<file path="src/rtl/i2cr_pkg.sv">
package i2cr_pkg;

    localparam int BYTE_W = 8;

    typedef enum logic [2:0] {
        ST_IDLE,
        ST_SEL,
        ST_SEL_ACK,
        ST_ADR,
        ST_ADR_ACK,
        ST_TX,
        ST_MACK,
        ST_WAIT
    } rd_state_e;

    typedef struct packed {
        logic scl;
        logic sda;
        logic rise;
        logic fall;
        logic start;
        logic stop;
    } bus_ev_t;

endpackage

</file>
<file path="src/rtl/i2cr_line_cond.sv">
module i2cr_line_cond
    import i2cr_pkg::*;
#(
    parameter int SYNC_STAGES = 2
) (
    input  logic    clk,
    input  logic    rst_n,
    input  logic    scl_i,
    input  logic    sda_i,
    output bus_ev_t ev_o
);

    typedef struct packed {
        logic [SYNC_STAGES-1:0] scl_pipe;
        logic [SYNC_STAGES-1:0] sda_pipe;
        logic                   scl_last;
        logic                   sda_last;
    } line_t;

    line_t line_d, line_q;
    logic  scl_now, sda_now;

    assign scl_now = line_q.scl_pipe[SYNC_STAGES-1];
    assign sda_now = line_q.sda_pipe[SYNC_STAGES-1];

    always_comb begin
        line_d          = line_q;
        line_d.scl_pipe = {line_q.scl_pipe[SYNC_STAGES-2:0], scl_i};
        line_d.sda_pipe = {line_q.sda_pipe[SYNC_STAGES-2:0], sda_i};
        line_d.scl_last = scl_now;
        line_d.sda_last = sda_now;
    end

    always_ff @(posedge clk or negedge rst_n) begin
        if (!rst_n) begin
            line_q <= '{scl_pipe: '1, sda_pipe: '1, scl_last: 1'b1, sda_last: 1'b1};
        end else begin
            line_q <= line_d;
        end
    end

    // Start and Stop are data edges while the clock stays high in both samples.
    always_comb begin
        ev_o.scl   = scl_now;
        ev_o.sda   = sda_now;
        ev_o.rise  = scl_now & ~line_q.scl_last;
        ev_o.fall  = ~scl_now & line_q.scl_last;
        ev_o.start = scl_now & line_q.scl_last & ~sda_now & line_q.sda_last;
        ev_o.stop  = scl_now & line_q.scl_last & sda_now & ~line_q.sda_last;
    end

endmodule

</file>
<file path="src/rtl/i2cr_array.sv">
module i2cr_array
    import i2cr_pkg::*;
#(
    parameter int AW = 9
) (
    input  logic              clk,
    input  logic              rst_n,
    input  logic              we_i,
    input  logic [AW-1:0]     waddr_i,
    input  logic [BYTE_W-1:0] wdata_i,
    input  logic [AW-1:0]     raddr_i,
    output logic [BYTE_W-1:0] rdata_o
);

    localparam int DEPTH = 1 << AW;

    logic [BYTE_W-1:0] mem_q [DEPTH];

    always_ff @(posedge clk) begin
        if (we_i) begin
            mem_q[waddr_i] <= wdata_i;
        end
    end

    assign rdata_o = mem_q[raddr_i];

    // a side-port write is visible at the written location one cycle later.
    p_preload_lands_r1: assert property (@(posedge clk) disable iff (!rst_n)
        we_i |=> mem_q[$past(waddr_i)] == $past(wdata_i));

endmodule

</file>
<file path="src/rtl/i2cr_rd_ctrl.sv">
module i2cr_rd_ctrl
    import i2cr_pkg::*;
#(
    parameter int          AW     = 9,
    parameter logic [3:0]  DEV_ID = 4'b1010
) (
    input  logic              clk,
    input  logic              rst_n,
    input  bus_ev_t           ev_i,
    input  logic [3-(AW-8)-1:0] chip_sel_i,
    input  logic [BYTE_W-1:0] rd_data_i,
    output logic [AW-1:0]     rd_addr_o,
    output logic              sda_oe_o
);

    localparam int HI_W = AW - 8;

    typedef struct packed {
        rd_state_e         st;
        logic [3:0]        bit_cnt;
        logic [BYTE_W-1:0] sh;
        logic [AW-1:0]     cnt;
        logic [6:0]        sel_held;
        logic              dummy_pend;
        logic              oe;
    } ctl_t;

    ctl_t ctl_d, ctl_q;
    logic id_ok;
    logic load_byte;

    always_comb begin
        ctl_d     = ctl_q;
        load_byte = 1'b0;
        id_ok     = (ctl_q.sh[7:4] == DEV_ID) && (ctl_q.sh[3:HI_W+1] == chip_sel_i);

        if (ev_i.start) begin
            ctl_d.st      = ST_SEL;
            ctl_d.bit_cnt = '0;
            ctl_d.oe      = 1'b0;
        end else if (ev_i.stop) begin
            ctl_d.st         = ST_IDLE;
            ctl_d.oe         = 1'b0;
            ctl_d.dummy_pend = 1'b0;
        end else begin
            unique case (ctl_q.st)
                ST_SEL: begin
                    if (ev_i.rise) begin
                        ctl_d.sh      = {ctl_q.sh[6:0], ev_i.sda};
                        ctl_d.bit_cnt = ctl_q.bit_cnt + 4'd1;
                    end else if (ev_i.fall && ctl_q.bit_cnt == 4'd8) begin
                        if (!id_ok) begin
                            ctl_d.st = ST_WAIT;
                        end else if (!ctl_q.sh[0]) begin
                            ctl_d.st         = ST_SEL_ACK;
                            ctl_d.oe         = 1'b1;
                            ctl_d.sel_held   = ctl_q.sh[7:1];
                            ctl_d.dummy_pend = 1'b1;
                        end else if (ctl_q.dummy_pend && ctl_q.sh[7:1] != ctl_q.sel_held) begin
                            ctl_d.st         = ST_WAIT;
                            ctl_d.dummy_pend = 1'b0;
                        end else begin
                            ctl_d.st         = ST_SEL_ACK;
                            ctl_d.oe         = 1'b1;
                            ctl_d.dummy_pend = 1'b0;
                        end
                    end
                end
                ST_SEL_ACK: begin
                    if (ev_i.fall) begin
                        ctl_d.oe = 1'b0;
                        if (ctl_q.sh[0]) begin
                            load_byte = 1'b1;
                        end else begin
                            ctl_d.st      = ST_ADR;
                            ctl_d.bit_cnt = '0;
                        end
                    end
                end
                ST_ADR: begin
                    if (ev_i.rise) begin
                        ctl_d.sh      = {ctl_q.sh[6:0], ev_i.sda};
                        ctl_d.bit_cnt = ctl_q.bit_cnt + 4'd1;
                    end else if (ev_i.fall && ctl_q.bit_cnt == 4'd8) begin
                        ctl_d.cnt = {ctl_q.sel_held[HI_W-1:0], ctl_q.sh};
                        ctl_d.oe  = 1'b1;
                        ctl_d.st  = ST_ADR_ACK;
                    end
                end
                ST_ADR_ACK: begin
                    if (ev_i.fall) begin
                        ctl_d.oe = 1'b0;
                        ctl_d.st = ST_WAIT;
                    end
                end
                ST_TX: begin
                    if (ev_i.fall) begin
                        if (ctl_q.bit_cnt == 4'd7) begin
                            ctl_d.oe = 1'b0;
                            ctl_d.st = ST_MACK;
                        end else begin
                            ctl_d.sh      = {ctl_q.sh[6:0], 1'b0};
                            ctl_d.oe      = ~ctl_q.sh[6];
                            ctl_d.bit_cnt = ctl_q.bit_cnt + 4'd1;
                        end
                    end
                end
                ST_MACK: begin
                    if (ev_i.rise && ev_i.sda) begin
                        ctl_d.st = ST_WAIT;
                    end else if (ev_i.fall) begin
                        load_byte = 1'b1;
                    end
                end
                default: begin
                end
            endcase
        end

        if (load_byte) begin
            ctl_d.sh      = rd_data_i;
            ctl_d.cnt     = ctl_q.cnt + 1'b1;
            ctl_d.oe      = ~rd_data_i[7];
            ctl_d.bit_cnt = '0;
            ctl_d.st      = ST_TX;
        end
    end

    always_ff @(posedge clk or negedge rst_n) begin
        if (!rst_n) begin
            ctl_q <= '{st: ST_IDLE, bit_cnt: '0, sh: '0, cnt: '0,
                       sel_held: '0, dummy_pend: 1'b0, oe: 1'b0};
        end else begin
            ctl_q <= ctl_d;
        end
    end

    assign rd_addr_o = ctl_q.cnt;
    assign sda_oe_o  = ctl_q.oe;

    // the pull-down never changes while the sampled clock is high.
    p_oe_quiet_scl_high_r9: assert property (@(posedge clk) disable iff (!rst_n)
        (ev_i.scl && $past(ev_i.scl)) |-> $stable(ctl_q.oe));

    // entering a byte transmission moves the counter on by exactly one, modulo the array size.
    p_cnt_step_r3: assert property (@(posedge clk) disable iff (!rst_n)
        (ctl_q.st == ST_TX && $past(ctl_q.st) != ST_TX) |-> ctl_q.cnt == $past(ctl_q.cnt) + 1'b1);

    // a not-acknowledge from the master leaves the line released.
    p_nack_release_r7: assert property (@(posedge clk) disable iff (!rst_n)
        (ctl_q.st == ST_MACK && ev_i.rise && ev_i.sda && !ev_i.start && !ev_i.stop)
        |=> (ctl_q.st == ST_WAIT && !ctl_q.oe));

    // a select byte with the wrong device bits is never acknowledged.
    p_bad_id_no_ack_r8: assert property (@(posedge clk) disable iff (!rst_n)
        (ctl_q.st == ST_SEL && ev_i.fall && ctl_q.bit_cnt == 4'd8 && ctl_q.sh[7:4] != DEV_ID)
        |=> !ctl_q.oe);

    // a read select differing from the pending write select is refused.
    p_mismatch_refused_r5: assert property (@(posedge clk) disable iff (!rst_n)
        (ctl_q.st == ST_SEL && ev_i.fall && ctl_q.bit_cnt == 4'd8 && ctl_q.sh[0]
         && ctl_q.dummy_pend && ctl_q.sh[7:1] != ctl_q.sel_held)
        |=> (ctl_q.st == ST_WAIT && !ctl_q.oe));

    // while waiting for the next Start the line is never pulled.
    p_wait_silent_r7: assert property (@(posedge clk) disable iff (!rst_n)
        ctl_q.st == ST_WAIT |-> !ctl_q.oe);

endmodule

</file>
<file path="src/rtl/i2cr_eeprom_rd.sv">
module i2cr_eeprom_rd
    import i2cr_pkg::*;
#(
    parameter int         AW          = 9,
    parameter int         SYNC_STAGES = 2,
    parameter logic [3:0] DEV_ID      = 4'b1010
) (
    input  logic              clk,
    input  logic              rst_n,
    input  logic              scl_i,
    input  logic              sda_i,
    output logic              sda_oe_o,
    input  logic              wc_i,
    input  logic [3-(AW-8)-1:0] chip_sel_i,
    input  logic              pl_we_i,
    input  logic [AW-1:0]     pl_addr_i,
    input  logic [BYTE_W-1:0] pl_data_i
);

    bus_ev_t           bus_ev;
    logic [AW-1:0]     rd_addr;
    logic [BYTE_W-1:0] rd_data;
    logic              unused_wc;

    // Reads are independent of the write-control pin.
    assign unused_wc = wc_i;

    i2cr_line_cond #(
        .SYNC_STAGES (SYNC_STAGES)
    ) i_line (
        .clk   (clk),
        .rst_n (rst_n),
        .scl_i (scl_i),
        .sda_i (sda_i),
        .ev_o  (bus_ev)
    );

    i2cr_array #(
        .AW (AW)
    ) i_array (
        .clk     (clk),
        .rst_n   (rst_n),
        .we_i    (pl_we_i),
        .waddr_i (pl_addr_i),
        .wdata_i (pl_data_i),
        .raddr_i (rd_addr),
        .rdata_o (rd_data)
    );

    i2cr_rd_ctrl #(
        .AW     (AW),
        .DEV_ID (DEV_ID)
    ) i_ctrl (
        .clk        (clk),
        .rst_n      (rst_n),
        .ev_i       (bus_ev),
        .chip_sel_i (chip_sel_i),
        .rd_data_i  (rd_data),
        .rd_addr_o  (rd_addr),
        .sda_oe_o   (sda_oe_o)
    );

endmodule

</file>
<file path="config.mk">
export PLATFORM = sky130hd
export DESIGN_NAME = i2cr_eeprom_rd
export DESIGN_NICKNAME = d
export VERILOG_FILES = /design/src/rtl/i2cr_pkg.sv /design/src/rtl/i2cr_line_cond.sv /design/src/rtl/i2cr_array.sv /design/src/rtl/i2cr_rd_ctrl.sv /design/src/rtl/i2cr_eeprom_rd.sv
export SDC_FILE = /design/constraint.sdc
export NUM_CORES = 2
export LEC_CHECK = 0
export ABC_CLOCK_PERIOD_IN_PS = 5550
export BUFFER_PORTS_ARGS = -buffer_cell sky130_fd_sc_hd__buf_2
export CAP_MARGIN = 10
export CORE_UTILIZATION = 60
export DETAILED_ROUTE_END_ITERATION = 16
export PLACE_DENSITY_LB_ADDON = 0.08
export SLEW_MARGIN = 10
export SYNTH_ARGS = -nofsm -noshare
export SYNTH_HDL_FRONTEND = slang
export SYNTH_SLANG_ARGS = --single-unit
</file>
<file path="constraint.sdc">
create_clock -name clk -period 5.55 [get_ports clk]
set_input_delay 1.11 -clock clk [delete_from_list [all_inputs] [get_ports clk]]
set_output_delay 1.11 -clock clk [all_outputs]
set_load 0.05 [all_outputs]
</file>
== Word-level counts from Yosys, hierarchy flattened ==
Memory sizes are Yosys's and may differ from the RTL's.
Index checks and enable logic that the tools add are counted.
Operators by class
  reduce and logical (&&, ||, !) cells: 22
  bitwise logic cells: 17
  equal/unequal tests: 37
  add/sub/neg operators: 2
  mux-type cells: 51
Operators by type and width (count)
  two-way mux 9 bit: 6
  inequality test 5 x 3 -> 1 bit (second input constant): 8
  two-way mux 3 bit: 11
  two-way mux 28 bit: 1
  two-way mux 7 bit: 4
  two-way mux 25 bit: 1
  two-way mux 12 bit: 2
  two-way mux 24 bit: 1
  one-hot mux 3 bit (6 select lines): 1
  two-way mux 1 bit: 16
  one-hot mux 8 bit (2 select lines): 1
  two-way mux 15 bit: 1
  inequality test 5 bit (second input constant): 3
  AND reduction 7 bit: 2
  one-hot mux 4 bit (3 select lines): 1
  AND reduction 11 bit: 1
  NOT 1 bit: 10
  AND reduction 5 bit: 2
  nonzero test 2 bit: 5
  adder 9 x 1 -> 9 bit (second input constant): 1
  equality test 3 bit (second input constant): 3
  inequality test 3 x 1 -> 1 bit (second input constant): 3
  AND reduction 9 bit: 1
  nonzero test 9 bit: 1
  other kinds (27): 43
Storage, ports and cells
  word-level logic and storage cells: 141
  output and inout bits: 1
  memory bits (writable): 4096
  memories kept: 1
  input port bits: 25
  register bits: 39
Memories
  i_array.mem_q: depth 512, bits a word 8, rd ports 1, clocked after Yosys merged registers in 0, wr ports 1, line i2cr_array.sv:17  | logic [BYTE_W-1:0] mem_q [DEPTH];

== Logic depth before layout (Yosys ltp) ==
  depth after elaboration: 11
  gate-level depth with buffers: 16
  gate-level depth less buffers: 10

== Modules after synthesis ==
A second synthesis with hierarchy kept.
Second synthesis, totals
  cells, all modules: 8280
  area total of the unflattened synthesis: 162115.5 sq um
By module, submodules not included
  i2cr_array: area an instance 159767.0 sq um, cells an instance 8022, times used 1
  i2cr_rd_ctrl: area an instance 2143.3 sq um, cells an instance 246, times used 1
  i2cr_line_cond: area an instance 205.2 sq um, cells an instance 12, times used 1

== Worst setup path after synthesis ==
No wires, ideal clock.
  path type: flip-flop to flip-flop
  start point: reg i_ctrl.ctl_q (netlist bit i_ctrl.rd_addr_o[1])
  end point: reg i_ctrl.ctl_q[24] in the netlist's numbering
  data arrival time: 2.858 ns
  library setup time: 0.142 ns
  stages on the path, launching flop included: 14
  path slack: 2.550 ns
  path buffers: 6
  period minus slack after synthesis: 3.000 ns
  path through: dfrtp_1 > buf_2 > buf_4 > buf_4 > buf_2 > buf_4 > clkbuf_1 > mux4_2 > a211oi_1 > o21ai_0 > a21oi_1 > nor2_1 > a2111oi_2 > o221ai_1
Between the ends
  longest elaborated chain between the ends: 2
RTL lines
  start, declared: line i2cr_rd_ctrl.sv:28  | ctl_t ctl_d, ctl_q;
  start signal, assigned: line i2cr_rd_ctrl.sv:131  | ctl_q <= '{st: ST_IDLE, bit_cnt: '0, sh: '0, cnt: '0,
  start signal, assigned: line i2cr_rd_ctrl.sv:134  | ctl_q <= ctl_d;
  memory read (512 x 8 bit)
  two-way mux 24 bit: line i2cr_rd_ctrl.sv:120  | if (load_byte) begin
No other way between the ends.
A chain may end at the register's enable or synchronous reset.

== Worst setup path after layout ==
  start point: reg i_ctrl.ctl_q (netlist bit i_ctrl.rd_addr_o[1])
  end point: reg i_ctrl.ctl_q[25] in the netlist's numbering
Same word-level chain as after synthesis.

==> impl_metrics.py <==
metrics = {
    "worst_setup_path": {
        "r2r_slack_ns": 0.67,
        "cp_cell_sequence": "buf_4 -> buf_4 -> mux4_2 -> a221oi_1 -> o21ai_0 -> o21ai_0 -> a21oi_1 -> a2111oi_2 -> nor3_1 -> a211o_1",
        "slowest_delay_ns": 1.16,
        "path_class": "reg -> reg",
        "timing.critical_path.buf_inv": 2,
        "cp-start-kind": "flop",
        "required_ns": 6.39,
        "crit_slowest_cell": "dfrtp_4",
        "critPathCaptureType": "flop",
        "cp_data_arrival_time_ns": 5.73,
        "cp_max_fo": 26,
        "cp_top_family": "compound AO/OA/AOI/OAI gates",
    },
    "timing": {
        "maxSlewViolCount": 0,
        "slew_headroom": 0.185,
        "fin_crit_sh": 0.880,
        "rsz0062_at_grt": "no",
        "timing.final.setup_violations": 0,
        "fin_ws_ns": 0.669,
        "fin_crit_ns": 4.88,
        "fmax_mhz": 205,
        "hold_viol_final": 0,
        "tightest_slew_ns": 1.22,
        "clock-skew-final_ns": 0.0579,
        "setup-tns-final_ns": 0,
    },
    "cells_and_area": {
        "area_growth_pct": 11.5,
        "multi_input_area_um2": 34800,
        "stdcell_area_um2": 180000,
        "utilization": 0.673,
        "seq_area_um2": 124000,
        "nNetsFinal": 7852,
        "fillCellCount": 17000,
        "drive_gt1_frac": 0.242,
    },
    "yosys": {
        "yosys_warnings": 0,
        "synth_seq_area_share": 0.768,
        "async_flop_share": 0.00943,
        "synth_cell_types": 78,
        "synth_area_per_cell_um2": 21.4,
        "syn_area_um2": 161000,
        "synth_flop_cell": "edfxtp_1",
        "synth_edf_count": 4096,
        "synth_cells": 7537,
        "ys_seq_elements": 4135,
        "syn_nets": 7565,
    },
    "clock_tree": {
        "numCtsBuffers": 409,
        "worstSkewPairLatency_ns": 0.97,
        "path_clk_slew_ns": 0.06,
        "cts_buffer_depth": 4,
        "clock-root-buffer": "clkbuf_16",
        "cts_max_level": 5,
        "cts_tree": "built",
        "post_cts_buffers": 0,
        "cts_sinks": 4135,
        "ctsHoldBuffers": 0,
        "cts_resized": 0,
    },
    "global_routing": {
        "grt_first_pass_wirelength_mm": 605,
        "grt_max_degree": 163,
        "grt-ovfl-total": 0,
        "grtUsageTotal": 0.320,
        "antenna_found_initial": 22,
        "grt_pass1_vias": 79700,
    },
    "drt": {
        "route.antenna.remaining_nets": 0,
        "post_drt_via_cell_ratio": 6.86,
        "wl_mm": 428,
        "drtIter0Drc": 11600,
        "dr.pass1.iters": 8,
        "drc": 0,
        "vias": 80300,
        "wl_per_cell_um": 36.5,
    },
    "outcome": {
        "status": "finished, final reports clean",
    },
    "placement": {
        "dp_slack_ns": 0.809,
        "finalWeightedCongestion": 0.932,
        "place_area_um2": 167000,
        "io_buffers": 24,
        "dp_hpwl_mm": 256,
    },
    "floorplan": {
        "fp-row-count": 190,
        "die_height_um": 521,
        "io_pins": 26,
        "die_w_um": 521,
        "die-area_um2": 271000,
        "core_area_um2": 268000,
        "start_util": 0.603,
    },
    "pwr": {
        "p_leak_nw": 56.1,
        "ir_drop_uv": 330,
        "power_density_nw_per_um2": 446,
        "power_mw": 80.3,
    },
    "run": {
        "maxCapViolations": 0,
    },
    "worst_hold_path": {
        "hold_path_class": "in -> reg",
    },
}
## synthesized netlist by cell type (all sizes together) (9+ instances only)
cell type  count  area share
nor2         595       0.014
dfrtp         33      0.0051
and3           9     0.00035
buf          297       0.014
a31oi         17     0.00066
o221ai        36      0.0020
a21oi        108      0.0033
edfxtp      4096        0.76
nor2b         12     0.00047
mux2i        352       0.022
nand2b        11     0.00043
nand3         38      0.0012
clkbuf       165      0.0038
inv           17     0.00040
a221oi        64      0.0035
nand2        193      0.0045
a22oi         48      0.0022
a211oi        31      0.0015
o22ai         71      0.0028
a22o          10     0.00054
nor3          34      0.0011
nor4           9     0.00035
o211ai        17     0.00079
mux4        1013        0.14
o21ai         97      0.0030
mux2          22      0.0015
and2          21     0.00081
## cell usage in the layout (no fill, tap or decap), drive strengths merged, types with 21 or more instances in the layout
master / n
clkbuf: 513
clkinv: 173
and2: 21
mux2: 22
mux2i: 352
mux4: 1013
bufinv: 35
nor3: 34
dfrtp: 33
nand3: 38
edfxtp: 4096
o21ai: 97
a21oi: 108
buf: 338
nor2: 595
o22ai: 71
inv: 30
a211oi: 31
a22oi: 48
a221oi: 64
o221ai: 36
nand2: 193
## sequential cells by signal, indices dropped and copies added (netlist names)
name,flops
i_ctrl.rd_addr_o,9
i_line.ev_o,2
i_array.mem_q,4096
i_line.line_d,2
i_ctrl.sda_oe_o,1
i_ctrl.ctl_q,23
i_line.line_q,2
## area by class of cell
| class | instances | share of cell area |
|---|---|---|
| Tap cell | 3552 | 0.0247 |
| Timing Repair Buffer | 338 | 0.0199 |
| Sequential cell | 4135 | 0.689 |
| Antenna cell | 5 | 0.0000695 |
| Clock buffer | 513 | 0.0598 |
| Inverter | 17 | 0.000466 |
| Clock inverter | 235 | 0.0127 |
| Multi-Input combinational cell | 2923 | 0.194 |
## logic make-up after synthesis
family                     count (synthesis)  synth area share
muxes                                   1387             0.165
buffers and inverters                    479            0.0178
adders and majority gates                  3          0.000233
DFF                                     4135             0.768
and+or+nand+nor                          948            0.0242
AOI/OAI and AO/OA                        574            0.0244
xor gates and xnor gates                  11          0.000597
## layer usage
layer / share of wire / vias to the layer above / track usage
met3: 0.10 / 804 / 0.0633
met2: 0.47 / 4736 / 0.495
li1: - / 32100 / -
met4: 0.045 / 24 / 0.126
met1: 0.38 / 42700 / 0.456
met5: 0.00033 / - / 0
## where the power goes
part,switching (mW),internal (mW)
logic,10.4,7.97
registers,0.414,34.4
clock network,11.7,15.4
## worst paths after layout
| path | startpoint | end | depth (start not counted) |
|---|---|---|---|
| setup / recovery | i_ctrl.rd_addr_o[1]$_DFFE_PN0P_ | i_ctrl.ctl_q[25]$_DFFE_PN0P_ | 10 |
| hold / removal | sda_i | i_line.line_d[3]$_DFF_PN1_ | 1 |
| setup reg to reg | i_ctrl.rd_addr_o[1]$_DFFE_PN0P_ | i_ctrl.ctl_q[25]$_DFFE_PN0P_ | 10 |
| hold reg to reg | i_line.line_d[3]$_DFF_PN1_ | i_line.ev_o[4]$_DFF_PN1_ | 0 |
| max in group asynchronous | rst_n | i_ctrl.rd_addr_o[5]$_DFFE_PN0P_ | 2 |
| min in group asynchronous | rst_n | i_ctrl.ctl_q[28]$_DFFE_PN0P_ | 2 |
## through the flow
step	hold WS (ns)	instances
after CTS	0.186	11700
after global placement	0.393	11000
after detailed placement	0.388	11000
after global routing	0.220	11700
after floorplan	0.345	7537
final	0.240	11700
No activity file was read; power rests on OpenSTA's default activity.
